$ cat src/rtl/wt_pkg.sv
package wt_pkg;

    localparam int WT_CNT_W  = 14;
    localparam int WT_TONE_W = 2;

    // Write view of the mode register, MSB first.
    typedef struct packed {
        logic                 clr;
        logic                 lcd_on;
        logic                 buz_on;
        logic [WT_TONE_W-1:0] tone;
        logic                 fast;
        logic                 src_main;
        logic                 run;
    } wt_mode_t;

    // Stored configuration; the clear bit is never kept.
    typedef struct packed {
        logic                 lcd_on;
        logic                 buz_on;
        logic [WT_TONE_W-1:0] tone;
        logic                 fast;
        logic                 src_main;
        logic                 run;
    } wt_cfg_t;

    function automatic wt_cfg_t wt_to_cfg(input wt_mode_t m);
        wt_cfg_t c;
        c.lcd_on   = m.lcd_on;
        c.buz_on   = m.buz_on;
        c.tone     = m.tone;
        c.fast     = m.fast;
        c.src_main = m.src_main;
        c.run      = m.run;
        return c;
    endfunction

endpackage

$ cat src/rtl/wt_divider.sv
module wt_divider #(
    parameter int CNT_W = wt_pkg::WT_CNT_W
) (
    input  logic             clk,
    input  logic             rst,
    input  logic             en,
    input  logic             tick,
    output logic [CNT_W-1:0] cnt
);

    always_ff @(posedge clk) begin
        if (rst || !en) begin
            cnt <= '0;
        end else if (tick) begin
            cnt <= cnt + CNT_W'(1);
        end
    end

    a_r2_hold_zero: assert property (@(posedge clk) disable iff (rst)
        !en |=> cnt == '0);

    a_r3_count_step: assert property (@(posedge clk) disable iff (rst)
        (en && tick) |=> cnt == $past(cnt) + CNT_W'(1));

endmodule

$ cat src/rtl/wt_interval.sv
module wt_interval #(
    parameter int CNT_W     = wt_pkg::WT_CNT_W,
    parameter int LONG_LOG  = 14,
    parameter int SHORT_LOG = 7
) (
    input  logic             clk,
    input  logic             rst,
    input  logic             en,
    input  logic             tick,
    input  logic [CNT_W-1:0] cnt,
    input  logic             fast_req,
    input  logic             clr,
    output logic             flag
);

    logic act_fast;
    logic wrap_long;
    logic wrap_short;
    logic event_now;

    assign wrap_long  = &cnt[LONG_LOG-1:0];
    assign wrap_short = &cnt[SHORT_LOG-1:0];
    assign event_now  = en && tick && (act_fast ? wrap_short : wrap_long);

    // The selection is latched only at a completed interval.
    always_ff @(posedge clk) begin
        if (rst) begin
            act_fast <= 1'b0;
        end else if (!en || event_now) begin
            act_fast <= fast_req;
        end
    end

    // Set has priority so an event coinciding with a clear is not lost.
    always_ff @(posedge clk) begin
        if (rst) begin
            flag <= 1'b0;
        end else if (event_now) begin
            flag <= 1'b1;
        end else if (clr) begin
            flag <= 1'b0;
        end
    end

    a_r4_flag_needs_tick: assert property (@(posedge clk) disable iff (rst)
        $rose(flag) |-> $past(en && tick));

    a_r5_flag_drop_on_clear: assert property (@(posedge clk) disable iff (rst)
        $fell(flag) |-> $past(clr));

    a_r9_ivl_switch_at_wrap: assert property (@(posedge clk) disable iff (rst)
        !$stable(act_fast) |-> $past(!en || event_now));

endmodule

$ cat src/rtl/wt_tone.sv
module wt_tone #(
    parameter int CNT_W = wt_pkg::WT_CNT_W,
    parameter int SEL_W = wt_pkg::WT_TONE_W
) (
    input  logic             clk,
    input  logic             rst,
    input  logic             en,
    input  logic             tick,
    input  logic [CNT_W-1:0] cnt,
    input  logic [SEL_W-1:0] sel_req,
    output logic             wave
);

    localparam int NTAP = 1 << SEL_W;

    logic [NTAP-1:0]  taps;
    logic [NTAP-1:0]  wraps;
    logic [SEL_W-1:0] act_sel;
    logic             period_end;

    // Tap g divides by 2^(g+1); its period ends when bits g..0 are all ones.
    for (genvar g = 0; g < NTAP; g++) begin : g_tap
        assign taps[g]  = cnt[g];
        assign wraps[g] = &cnt[g:0];
    end

    assign period_end = tick && wraps[act_sel];
    assign wave       = en && taps[act_sel];

    always_ff @(posedge clk) begin
        if (rst) begin
            act_sel <= '0;
        end else if (!en || period_end) begin
            act_sel <= sel_req;
        end
    end

    a_r8_tone_switch_at_wrap: assert property (@(posedge clk) disable iff (rst)
        !$stable(act_sel) |-> $past(!en || period_end));

    a_r6_wave_moves_on_tick: assert property (@(posedge clk) disable iff (rst)
        (en && $past(en) && !$stable(wave)) |-> $past(tick));

endmodule

$ cat src/rtl/watch_timer.sv
module watch_timer
    import wt_pkg::*;
#(
    parameter int CNT_W     = WT_CNT_W,
    parameter int LONG_LOG  = 14,
    parameter int SHORT_LOG = 7,
    parameter int LCD_LOG   = 6
) (
    input  logic       clk,
    input  logic       rst,
    input  logic       sub_tick,
    input  logic       main_tick,
    input  logic       mode_we,
    input  logic [7:0] mode_wdata,
    output logic       ivl_flag,
    output logic       buz_out,
    output logic       lcd_clk
);

    wt_mode_t         wr_view;
    wt_cfg_t          cfg_q;
    logic             clr_pulse;
    logic             tick_sel;
    logic [CNT_W-1:0] cnt;
    logic             tone_wave;

    assign wr_view   = wt_mode_t'(mode_wdata);
    assign clr_pulse = mode_we && wr_view.clr;

    always_ff @(posedge clk) begin
        if (rst) begin
            cfg_q <= '0;
        end else if (mode_we) begin
            cfg_q <= wt_to_cfg(wr_view);
        end
    end

    assign tick_sel = cfg_q.src_main ? main_tick : sub_tick;

    wt_divider #(.CNT_W(CNT_W)) u_div (
        .clk  (clk),
        .rst  (rst),
        .en   (cfg_q.run),
        .tick (tick_sel),
        .cnt  (cnt)
    );

    wt_interval #(
        .CNT_W     (CNT_W),
        .LONG_LOG  (LONG_LOG),
        .SHORT_LOG (SHORT_LOG)
    ) u_ivl (
        .clk      (clk),
        .rst      (rst),
        .en       (cfg_q.run),
        .tick     (tick_sel),
        .cnt      (cnt),
        .fast_req (cfg_q.fast),
        .clr      (clr_pulse),
        .flag     (ivl_flag)
    );

    wt_tone #(.CNT_W(CNT_W), .SEL_W(WT_TONE_W)) u_tone (
        .clk     (clk),
        .rst     (rst),
        .en      (cfg_q.run),
        .tick    (tick_sel),
        .cnt     (cnt),
        .sel_req (cfg_q.tone),
        .wave    (tone_wave)
    );

    assign buz_out = tone_wave && cfg_q.buz_on;
    assign lcd_clk = cnt[LCD_LOG-1] && cfg_q.lcd_on && cfg_q.run;

    a_r1_quiet_after_reset: assert property (@(posedge clk)
        $past(rst) |-> (!ivl_flag && !buz_out && !lcd_clk));

endmodule

$ cat config.mk
export PLATFORM = sky130hd
export DESIGN_NAME = watch_timer
export DESIGN_NICKNAME = d
export VERILOG_FILES = /design/src/rtl/wt_pkg.sv /design/src/rtl/wt_divider.sv /design/src/rtl/wt_interval.sv /design/src/rtl/wt_tone.sv /design/src/rtl/watch_timer.sv
export SDC_FILE = /design/constraint.sdc
export NUM_CORES = 1
export LEC_CHECK = 0
export BUFFER_PORTS_ARGS = -buffer_cell sky130_fd_sc_hd__buf_2
export CAP_MARGIN = 20
export CORE_MARGIN = 2
export CORE_UTILIZATION = 50
export DETAILED_ROUTE_END_ITERATION = 8
export GPL_TIMING_DRIVEN = 0
export HOLD_SLACK_MARGIN = 0.12
export PLACE_DENSITY_LB_ADDON = 0.12
export SLEW_MARGIN = 25
export SYNTH_ARGS = -nofsm -noshare
export SYNTH_HDL_FRONTEND = slang
export SYNTH_SLANG_ARGS = --single-unit
$ cat constraint.sdc
create_clock -name clk -period 2.6 [get_ports clk]
set_clock_uncertainty 0.05 [all_clocks]
set_input_delay 0.13 -clock clk [delete_from_list [all_inputs] [get_ports clk]]
set_output_delay 0.13 -clock clk [all_outputs]
set_load 0.03 [all_outputs]
======== Yosys cells after proc, flatten, opt, wreduce, memory -nomap -nowiden ========
Index checks and enable logic that the tools add are counted.
storage, ports and cells
  bits in registers ....................... 25
  bits of input ports ..................... 13
  output and inout bits ................... 3
  logic and storage cells ................. 38
operators by class
  add/sub/neg operators ................... 1
  order comparisons ....................... 1
  mux-type cells .......................... 8
  reductions and logical operators ........ 18
operators by type and width
  kind                                                                  number
  14-bit by 1-bit adder with 14-bit output, second input constant       1
  14-bit AND reduction                                                  1
  1-bit logical AND                                                     8
  7-bit AND reduction                                                   1
  1-bit 2-to-1 mux                                                      6
  1-bit binary-select mux with 2-bit select                             2
  4-bit AND reduction                                                   1
  1-bit logical OR                                                      3
  2-bit by 3-bit < comparator with 1-bit output, second input constant  1
  3-bit AND reduction                                                   1
  2-bit AND reduction                                                   1
  2-bit nonzero test                                                    1
  1-bit logical NOT                                                     1

======== Logic depth before layout (Yosys ltp) ========
Gate-level depths: netlist of the first run.
  depth in word-level cells ............... 5
  mapped depth ............................ 6
  mapped depth without buffers ............ 6

======== Cells and area by module ========
Synthesis of the first run repeated with hierarchy kept, for this count alone.
second synthesis, totals
  cells, all modules ...................... 135
  area total of the unflattened synthesis .. 1232.4 sq um
by module, submodules not included
  module       instances  cells an instance  area an instance (sq um)  sequential area each (sq um)
  wt_divider   1          74                 670.6                     280.3
  watch_timer  1          26                 279.0                     140.1
  wt_tone      1          19                 158.9                     40.0
  wt_interval  1          16                 123.9                     40.0

======== Worst setup path after synthesis of the first run ========
Ideal clock, no wire load.
  path kind ............................... reg2reg
  start ................................... register u_div.cnt[0]
  end ..................................... register u_ivl.act_fast
  setup time .............................. 0.131 ns
  data arrival time ....................... 1.450 ns
  required time ........................... 2.419 ns
  path slack .............................. 0.969 ns
  stages on the path, launching flop included .. 6
  path buffers ............................ 0
  period minus slack after synthesis ...... 1.631 ns
  cell sequence ........................... dfxtp_1 ha_1 nand3_1 or3_2 nand3_1 a31oi_1
on the way
  longest elaborated chain between the ends .. 4
  elaborated cells between the ends (all ways) .. 5
  classes of those cells .................. mux: 1; reduce/logical: 4
ends and longest elaborated chain
  item                                                                RTL line                              text
  from (decl)                                                         wt_divider.sv:8                       output logic [CNT_W-1:0] cnt
  from (signal assigned)                                              wt_divider.sv:15                      cnt <= cnt + CNT_W'(1);
  14-bit AND reduction / 7-bit AND reduction (equally long branches)  wt_interval.sv:21, wt_interval.sv:22
  1-bit 2-to-1 mux (*)                                                wt_interval.sv:23                     assign event_now = en && tick && (act_fast ? wrap_short : wrap_long);
  1-bit logical AND (*)                                               wt_interval.sv:23
  1-bit logical OR (*)                                                wt_interval.sv:29                     end else if (!en || event_now) begin
  to (signal assigned)                                                wt_interval.sv:30                     act_fast <= fast_req;
  to (decl)                                                           wt_interval.sv:16                     logic act_fast;
Every way passes the cells marked *; elsewhere a longest branch is shown, timed or not.
A chain may end at the register's enable or synchronous reset.

======== Final worst setup path of the first run ========
Ends and elaborated chain as after synthesis.

==> results of run 1 <==
-- metrics by stage --
stage                     cell area, um^2  util (%)
final                                1430      63.6
after global routing                 1430      63.6
after CTS                            1430      63.6
after detailed placement             1330      58.8
after global placement               1330      58.8
after floorplan                      1220         -
-- flip-flops by register name, indices dropped and copies added (netlist names) --
| signal | cells |
|---|---|
| u_ivl.act_fast | 1 |
| cfg_q | 7 |
| u_div.cnt | 14 |
| u_ivl.flag | 1 |
| u_tone.act_sel | 2 |
-- worst register-to-register path: stages, from the launching register on --
cell and delay, ns:
dfxtp_1 0.46, ha_1 0.27, nand3_1 0.27, or3_2 0.53, nand3_1 0.10, a31oi_1 0.08
-- what timing repair did --
item                      4_1_cts  5_1_grt
hold endpoints to repair        8        0
gates resized for setup         0        0
hold buffers                    8        0
-- cell type report --
| type | instances | area (um^2) |
|---|---|---|
| clock inverter | 1 | 5.00 |
| multi-input combinational | 101 | 687 |
| sequential | 25 | 500 |
| timing repair buffer | 22 | 150 |
| buffer | 5 | 26.3 |
| inverter | 2 | 7.51 |
| clock buffer | 3 | 22.5 |
| fill | 188 | 821 |
| tap | 28 | 35.0 |
-- cell usage in the layout, fill, tap and decap left out, types with 2 or more instances in the layout --
cell and count:
dfxtp_1 25, nor2_1 18, buf_2 14, nand2_1 13
mux2i_1 8, dlygate4sd3_1 8, a21oi_1 7, nand3_1 5
xnor2_1 5, clkbuf_1 4, and3_1 4, nand4_1 4
o21ai_0 4, a31o_2 3, a31oi_1 3, clkbuf_4 3
nor4_4 2, and2_1 2, nand2b_1 2, nor2b_1 2
inv_1 2, ha_1 2
-- synthesized netlist by cell type (all sizes together) (3+ instances only) --
library cell,number
o21ai,4
a31oi,3
xnor2,5
nand2,13
mux2i,9
a21oi,7
and3,4
nor2,18
a31o,3
nand4,4
clkbuf,4
nand3,5
dfxtp,25
-- path summary, 6_finish.rpt --
kind | cells past startpoint | endpoint | from | slack [ns]
worst min-delay path | 3 | u_ivl.flag | rst | 0.14
worst min register to register | 2 | cfg_q[4] | cfg_q[4] | 0.46
worst max-delay path | 5 | u_ivl.act_fast | u_div.cnt[0] | 0.75
worst max register to register | 5 | u_ivl.act_fast | u_div.cnt[0] | 0.75
-- kinds of logic after synthesis --
logic type,Yosys count,share of synthesized area (%)
xor+xnor,6,4.30
buf+inv,7,2.77
flops,25,41.0
fa+ha+maj,2,2.05
compound gates,22,11.9
simple gates,60,27.6
mux,11,10.5
-- report_power, final --
group          leakage (nW)  total, mW  internal [mW]  switching (mW)
Sequential            0.203      0.399          0.392         0.00725
Combinational         0.339     0.0669         0.0338          0.0331
Clock                0.0177      0.173         0.0575           0.115
Total                 0.559      0.639          0.483           0.156
-- per-layer routing --
layer | GRT usage, % | routed length (um)
met5 | 0 | 0
met4 | 6.41 | 17
met3 | 2.54 | 97
met2 | 39.5 | 1400
met1 | 25.3 | 1070
==> results.sh, run 1 <==
export IMPL_outcome="finished, final reports clean"
export IMPL_viasPerCell=5.79
export IMPL_antenna_found_initial=0
export IMPL_syn_to_final_growth_pct=17.4
export IMPL_slowest_stage="or3_2"
export IMPL_path_buf_inv=0
export IMPL_clockBufferDepth=2
export IMPL_synth_top_cells_by_area="dfxtp_1 (41%), mux2i_1 (6.6%), nor2_1 (5.5%)"
export IMPL_setup_slack_ns=0.749
export IMPL_setup_violations=0
export IMPL_numCtsBuffers=3
export IMPL_synth_seq_area_share_pct=41.0
export IMPL_tns_ns=0
export IMPL_p_leak_nw=0.559
export IMPL_maxSlewHeadroom_pct=61.7
export IMPL_drt_total_wl_mm=2.58
export IMPL_drt_iter0_markers=38
export IMPL_avgSynthCellArea_um2=9.18
export IMPL_antenna_cells=0
export IMPL_pwr_density_cell_nw_per_um2=446
export IMPL_drive_above_1_share_pct=18.9
export IMPL_layout_worst_path_cycle_share_pct=71.2
export IMPL_drv_slew=0
export IMPL_postCtsSetupBuffers=0
export IMPL_synth_distinct_cells=37
export IMPL_start_util_pct=54.2
export IMPL_synth_cells=133
export IMPL_grt_overflow=0
export IMPL_hold_ws_ns=0.141
export IMPL_worstMarginPinSlew_ns=0.574
export IMPL_grt_setup_unrepaired="false"
export IMPL_crit_fanout=7
export IMPL_hp_class="in -> reg"
export IMPL_post_place_ws_ns=0.753
export IMPL_ant_nets=0
export IMPL_hpwl_mm=1.82
export IMPL_synth_top_area_share_pct=41.0
export IMPL_peakVddDrop_mv=0.258
export IMPL_vias=1082
export IMPL_yosysTopAreaCell="dfxtp_1"
export IMPL_slowest_delay_ns=0.52
export IMPL_drv_cap=0
export IMPL_fmax_mhz=540
export IMPL_grt_max_degree=15
export IMPL_dr_pass1_iters=4
export IMPL_fin_nets=175
export IMPL_clkLatencyLatePin_ns=0.32
export IMPL_cts_tree="yes"
export IMPL_io_pins=16
export IMPL_period_needed_ns=1.85
export IMPL_synthArstFlopShare_pct=0
export IMPL_path_delay_family="simple AND/OR/NAND/NOR gates"
export IMPL_wl_per_cell_um=13.8
export IMPL_port_buffers=14
export IMPL_clk_pin_slew_ns=0.14
export IMPL_grt_pass1_wl_mm=4.42
export IMPL_drc=0
export IMPL_core_um2=2250
export IMPL_crit_type="reg -> reg"
export IMPL_htree_levels=1
export IMPL_cts_root_buf="clkbuf_4"
export IMPL_rows=17
export IMPL_hold_viol=0
export IMPL_ys_ff_latch=25
export IMPL_die_h_um=53.4
export IMPL_dp_cells=175
export IMPL_required_ns=2.76
export IMPL_grt_pass1_vias=975
export IMPL_fp_dieArea_um2=2850
export IMPL_track_usage_pct=21.4
export IMPL_yosysWarnings=0
export IMPL_p_total_mw=0.639
export IMPL_clock_sinks=25
export IMPL_synthesis_area_um2=1220
export IMPL_synth_edff_count=0
export IMPL_final_cells=187
export IMPL_cpMostUsedCell="nand3_1"
export IMPL_crit_arrival_ns=2.01
export IMPL_synth_nets=148
export IMPL_worst_setup_path_start_kind="register"
export IMPL_gp_congestion=0.749
export IMPL_synth_ff_type="dfxtp_1"
export IMPL_cp_cell_sequence="ha_1 -> nand3_1 -> or3_2 -> nand3_1 -> a31oi_1"
export IMPL_cp_end_kind="register"
export IMPL_die_w_um=53.4
Power figures use the tool's default switching activity.
==> run 2, diff against run 1 <==
--- a/config.mk
+++ b/config.mk
@@ -5,6 +5,7 @@
 export SDC_FILE = /design/constraint.sdc
 export NUM_CORES = 1
 export LEC_CHECK = 0
+export ABC_AREA = 1
 export BUFFER_PORTS_ARGS = -buffer_cell sky130_fd_sc_hd__buf_2
 export CAP_MARGIN = 20
 export CORE_MARGIN = 2
==> constraint.sdc (replaced) <==
create_clock -name clk -period 1.8 [get_ports clk]
set_clock_uncertainty 0.05 [all_clocks]
set_input_delay 0.09 -clock clk [delete_from_list [all_inputs] [get_ports clk]]
set_output_delay 0.09 -clock clk [all_outputs]
set_load 0.03 [all_outputs]
==> run 2 against run 1 <==
Setup slack lost 0.55 ns. Sequential share of layout area is 3.0 points lower. Clock power up 55%. Highest routed layer unchanged. Die area rose by 3.3%. Area after synthesis up 3.6%.
==> results.sh, run 2 <==
export IMPL_grt_max_degree=16
export IMPL_synthesis_area_um2=1260
export IMPL_slowest_delay_ns=0.41
export IMPL_clkLatencyLatePin_ns=0.34
export IMPL_core_um2=2430
export IMPL_layout_worst_path_cycle_share_pct=89.0
export IMPL_gp_congestion=0.731
export IMPL_synth_cells=184
export IMPL_tns_ns=0
export IMPL_cp_cell_sequence="inv_2 -> nand2_1 -> o21ai_0 -> a221oi_1 -> buf_2"
export IMPL_worstMarginPinSlew_ns=0.410
export IMPL_path_delay_family="flip-flops"
export IMPL_drv_cap=0
export IMPL_peakVddDrop_mv=0.573
export IMPL_crit_fanout=4
export IMPL_outcome="finished, final reports clean"
export IMPL_setup_violations=0
export IMPL_period_needed_ns=1.60
export IMPL_maxSlewHeadroom_pct=72.4
export IMPL_fin_util_pct=64.5
export IMPL_required_ns=1.66
export IMPL_syn_to_final_growth_pct=24.0
export IMPL_viasPerCell=5.04
export IMPL_hold_viol=0
export IMPL_p_leak_nw=0.632
export IMPL_grt_pass1_vias=1066
export IMPL_antenna_found_initial=0
export IMPL_slowest_stage="dfxtp_1"
export IMPL_synth_edff_count=0
export IMPL_worst_setup_path_start_kind="register"
export IMPL_fp_dieArea_um2=2950
export IMPL_synth_top_cells_by_area="dfxtp_1 (40%), nand2_1 (13%), nor2_1 (8.3%)"
export IMPL_synth_distinct_cells=23
export IMPL_synth_ff_type="dfxtp_1"
export IMPL_antenna_cells=0
export IMPL_dr_pass1_iters=5
export IMPL_die_h_um=54.3
export IMPL_track_usage_pct=20.3
export IMPL_fin_nets=235
export IMPL_final_cell_area_um2=1570
export IMPL_synth_most_common_cell="nand2_1"
export IMPL_largest_reg_flops=14
export IMPL_cp_end_kind="primary output"
export IMPL_grt_overflow=0
export IMPL_ys_top_cells_by_count="nand2_1 (43), nor2_1 (28), dfxtp_1 (25), inv_1 (18), a21oi_1 (17)"
export IMPL_clock_sinks=25
export IMPL_drive_above_1_share_pct=17.4
export IMPL_io_pins=16
export IMPL_numCtsBuffers=3
export IMPL_crit_type="reg -> out"
export IMPL_drt_total_wl_mm=2.70
export IMPL_synth_top_area_share_pct=39.6
export IMPL_wl_per_cell_um=10.8
export IMPL_reg_top3="u_div.cnt (14), cfg_q (7), u_tone.act_sel (2)"
export IMPL_crit_arrival_ns=1.46
export IMPL_hpwl_mm=1.87
export IMPL_clockBufferDepth=2
export IMPL_avgSynthCellArea_um2=6.87
export IMPL_drv_slew=0
export IMPL_grt_setup_unrepaired="false"
export IMPL_yosysWarnings=0
export IMPL_rows=18
export IMPL_synth_nets=199
export IMPL_hp_class="in -> reg"
export IMPL_grt_pass1_wl_mm=4.36
export IMPL_synth_seq_area_share_pct=39.6
export IMPL_drt_iter0_markers=24
export IMPL_final_common_cell="nand2_1"
export IMPL_cts_tree="yes"
export IMPL_path_buf_inv=2
export IMPL_layout_common_cells="nand2_1 (43), nor2_1 (28), dfxtp_1 (25)"
export IMPL_clk_pin_slew_ns=0.15
export IMPL_start_util_pct=52.0
export IMPL_yosysTopAreaCell="dfxtp_1"
export IMPL_die_w_um=54.3
export IMPL_fmax_mhz=624
export IMPL_drc=0
export IMPL_vias=1254
export IMPL_htree_levels=1
export IMPL_dp_cells=229
export IMPL_final_cells=249
export IMPL_ys_ff_latch=25
export IMPL_dpl_instance_area_um2=1380
export IMPL_synthArstFlopShare_pct=0
export IMPL_largest_register="u_div.cnt"
export IMPL_ant_nets=0
export IMPL_cts_root_buf="clkbuf_4"
export IMPL_pwr_density_cell_nw_per_um2=627
export IMPL_port_buffers=15
## run 2: cell count changes after synthesis, sizes merged, moves of 9 or more
cell,previous run,this run
inv,2,20
nand2,13,46
mux2i,9,0
nor2,18,35
o21ai,4,14
a21oi,7,17
## run 2: worst paths after layout
check	from	cells past startpoint	slack (ns)	to
min reg2reg	u_ivl.flag	2	0.43	u_ivl.flag
max	u_div.cnt[0]	5	0.20	buz_out
max reg2reg	u_div.cnt[0]	8	0.29	u_ivl.act_fast
min	mode_we	3	0.14	cfg_q[1]
## run 2: where the power goes
| group | leakage (nW) | switching (mW) | internal, mW |
|---|---|---|---|
| sequential | 0.204 | 0.00933 | 0.571 |
| clock | 0.0139 | 0.183 | 0.0853 |
| combinational | 0.414 | 0.0709 | 0.0642 |
| total | 0.632 | 0.263 | 0.721 |
## run 2: kinds of logic after synthesis
group	share of synthesized area [%]
flops	39.6
fa+ha+maj	1.98
simple gates	36.7
xor+xnor	0.693
buf+inv	7.52
compound gates	13.6
## run 2: worst register-to-register path, stage by stage (launching register included)
cell     delay (ns)
dfxtp_1        0.41
ha_1           0.22
nand2_1        0.10
nor2_4         0.15
nand2_4        0.09
nor2_2         0.10
nand2_1        0.09
a21oi_1        0.17
nor2_1         0.06
## run 2: per-stage QoR
step	hold WS, ns	setup WS, ns	power, mW
after floorplan	0.109	0.249	0.663
after global placement	0.216	0.349	0.690
after detailed placement	0.222	0.333	0.695
after CTS	0.132	0.0273	0.987
after global routing	0.154	0.0478	1.03
final	0.142	0.198	0.984
## run 2: metal layers
layer  track usage (%)  vias up  wire [um]
met3              3.28        5         70
met2              36.9       19       1350
met1              23.8      565       1240
met4              7.50        0         41
li1                  -      665          -
met5                 0        -          0
## run 2: cell type report
class | count | area [um^2]
inverters | 21 | 78.8
multi-input cells | 135 | 669
plain buffers | 3 | 17.5
well taps | 30 | 37.5
clock buffers | 3 | 22.5
clock inverters | 1 | 7.51
repair buffers | 31 | 235
flip-flops and latches | 25 | 500
fillers | 210 | 863
## run 2: what timing repair did
item                                    in CTS  in global routing
endpoints found under the setup margin       0                  1
endpoints found under the hold margin       12                  0
buffers inserted                             0                  0
gates resized for setup                      0                  2
hold buffers                                16                  0
==> run 3, diff against run 2 <==
--- a/config.mk
+++ b/config.mk
@@ -17,4 +17,5 @@
 export SLEW_MARGIN = 25
 export SYNTH_ARGS = -nofsm -noshare
 export SYNTH_HDL_FRONTEND = slang
+export SYNTH_HIERARCHICAL = 1
 export SYNTH_SLANG_ARGS = --single-unit
==> run 3 against run 2 <==
Sequential power is 1% higher. Flip-flop and latch count is the same. Clock power decreased by 6%. Final area is 4.3% higher. Highest routed layer unchanged.
==> results.sh, run 3 <==
export IMPL_fmax_mhz=603
export IMPL_largest_register="u_div/cnt"
export IMPL_die_w_um=56.0
export IMPL_hold_viol=0
export IMPL_htree_levels=1
export IMPL_tns_ns=0
export IMPL_synth_most_common_cell="nand2_1"
export IMPL_synth_cells=217
export IMPL_worstRegToRegCells=6
export IMPL_fp_dieArea_um2=3140
export IMPL_maxSlewHeadroom_pct=72.2
export IMPL_start_util_pct=53.7
export IMPL_synth_ff_type="dfxtp_1"
export IMPL_postCtsSetupBuffers=0
export IMPL_hp_class="in -> reg"
export IMPL_antenna_found_initial=0
export IMPL_dr_pass1_iters=5
export IMPL_final_cells=280
export IMPL_drc=0
export IMPL_avgSynthCellArea_um2=6.24
export IMPL_clock_sinks=25
export IMPL_vias=1340
export IMPL_drt_total_wl_mm=2.93
export IMPL_drive_above_1_share_pct=13.2
export IMPL_cp_end_kind="primary output"
export IMPL_endpoint="buz_out"
export IMPL_worstMarginPinSlew_ns=0.417
export IMPL_port_buffers=15
export IMPL_required_ns=1.66
export IMPL_synthesis_area_um2=1350
export IMPL_peakVddDrop_mv=0.395
export IMPL_cts_tree="yes"
export IMPL_p_leak_nw=0.739
export IMPL_synth_top_area_share_pct=37.0
export IMPL_viasPerCell=4.79
export IMPL_yosysTopAreaCell="dfxtp_1"
export IMPL_grt_overflow=0
export IMPL_fin_util_pct=64.9
export IMPL_r2r_slack_ns=0.25
export IMPL_p_total_mw=0.964
export IMPL_yosysWarnings=6
export IMPL_synthArstFlopShare_pct=0
export IMPL_grt_pass1_vias=1211
export IMPL_crit_arrival_ns=1.52
export IMPL_synth_nets=231
export IMPL_grt_max_degree=14
export IMPL_antenna_cells=0
export IMPL_numCtsBuffers=3
export IMPL_synth_distinct_cells=20
export IMPL_cts_root_buf="clkbuf_4"
export IMPL_synth_top_cells_by_area="dfxtp_1 (37%), nand2_1 (18%), inv_1 (11%)"
export IMPL_grt_pass1_wl_mm=5.08
export IMPL_post_place_ws_ns=-0.192
export IMPL_synth_seq_area_share_pct=37.0
export IMPL_drt_iter0_markers=57
export IMPL_layout_worst_path_cycle_share_pct=92.2
export IMPL_dpl_instance_area_um2=1470
export IMPL_clkLatencyLatePin_ns=0.32
export IMPL_pwr_density_cell_nw_per_um2=589
export IMPL_final_cell_area_um2=1640
export IMPL_hold_ws_ns=0.168
export IMPL_grt_setup_unrepaired="false"
export IMPL_clk_pin_slew_ns=0.14
export IMPL_syn_to_final_growth_pct=20.9
export IMPL_setup_slack_ns=0.140
export IMPL_setup_violations=0
export IMPL_outcome="finished, final reports clean"
export IMPL_ys_ff_latch=25
export IMPL_r2r_end="u_div/cnt[5]"
export IMPL_drv_cap=0
export IMPL_wl_per_cell_um=10.5
export IMPL_reg_top3="u_div/cnt (14), cfg_q (7), u_tone/act_sel (2)"
export IMPL_period_needed_ns=1.66
export IMPL_layout_common_cells="nand2_1 (64), inv_1 (39), nor2_1 (38)"
export IMPL_die_h_um=56.0
export IMPL_io_pins=16
export IMPL_drv_slew=0
export IMPL_crit_type="reg -> out"
export IMPL_ys_top_cells_by_count="nand2_1 (64), inv_1 (39), nor2_1 (38), dfxtp_1 (25), a21oi_1 (12)"
export IMPL_dp_cells=262
export IMPL_crit_fanout=8
export IMPL_core_um2=2520
export IMPL_track_usage_pct=19.9
export IMPL_fin_nets=265
export IMPL_gp_congestion=0.770
export IMPL_r2r_start="cfg_q[1]"
export IMPL_worstSetupStartpoint="u_div/cnt[1]"
export IMPL_hpwl_mm=1.85
export IMPL_final_common_cell="nand2_1"
export IMPL_worst_setup_path_start_kind="register"
export IMPL_synth_edff_count=0
export IMPL_clockBufferDepth=2
export IMPL_largest_reg_flops=14
export IMPL_ant_nets=0
export IMPL_rows=18
[run 3: cell count changes in the layout (fill, tap and decap cells not counted), moves of 5 or more]
cell	delta
nand2_1	+21
a21oi_1	-5
inv_1	+21
o21ai_0	-11
nor2_1	+10
[run 3: cell families after synthesis]
family | after synthesis | share of synthesized area (%)
DFF | 25 | 37.0
buffers and inverters | 43 | 12.8
AOI/OAI and AO/OA | 21 | 8.50
adders and majority gates | 1 | 0.924
and+or+nand+nor | 127 | 40.9
[run 3: worst max-delay path, stage by stage, from the launching register on]
cell	delay (ns)
dfxtp_1	0.50
inv_1	0.09
nand3_2	0.08
o211ai_1	0.08
a21oi_1	0.15
nand2_1	0.07
inv_1	0.05
buf_2	0.18
[run 3: repair_timing]
action | in CTS | in global routing
endpoints found under the hold margin | 12 | 0
setup endpoints to repair | 14 | 6
hold buffers | 14 | 0
resized for setup | 1 | 1
[run 3: report_power, final]
part / switching (mW) / internal [mW]
sequential: 0.0161 / 0.571
combinational: 0.0632 / 0.0605
clock: 0.166 / 0.0866
total: 0.246 / 0.718
[run 3: worst min-delay path by stage]
stage | startpoint | endpoint | slack, ns | cells past startpoint
after global placement | rst | u_ivl/flag | 0.29 | 2
after CTS | mode_we | cfg_q[5] | 0.15 | 4
after floorplan | rst | u_ivl/flag | 0.11 | 1
after global routing | mode_we | cfg_q[5] | 0.18 | 4
after detailed placement | rst | u_ivl/flag | 0.30 | 2
final | mode_we | cfg_q[5] | 0.17 | 4
[run 3: metal layers]
layer / vias to the layer above / GRT usage [%] / part of all wire (%)
li1: 727 / - / -
met1: 581 / 24.4 / 47
met2: 28 / 34.5 / 48
met3: 4 / 3.26 / 3.8
met4: 0 / 7.82 / 0.89
met5: - / 0 / 0
[run 3: area by class of cell]
type                            instances  area [um^2]
Clock buffer                            4         26.3
Tap cell                               30         37.5
Buffer                                  2         18.8
Fill cell                             242          886
Sequential cell                        25          500
Timing Repair Buffer                   29          215
Inverter                               41          154
Multi-Input combinational cell        149          684
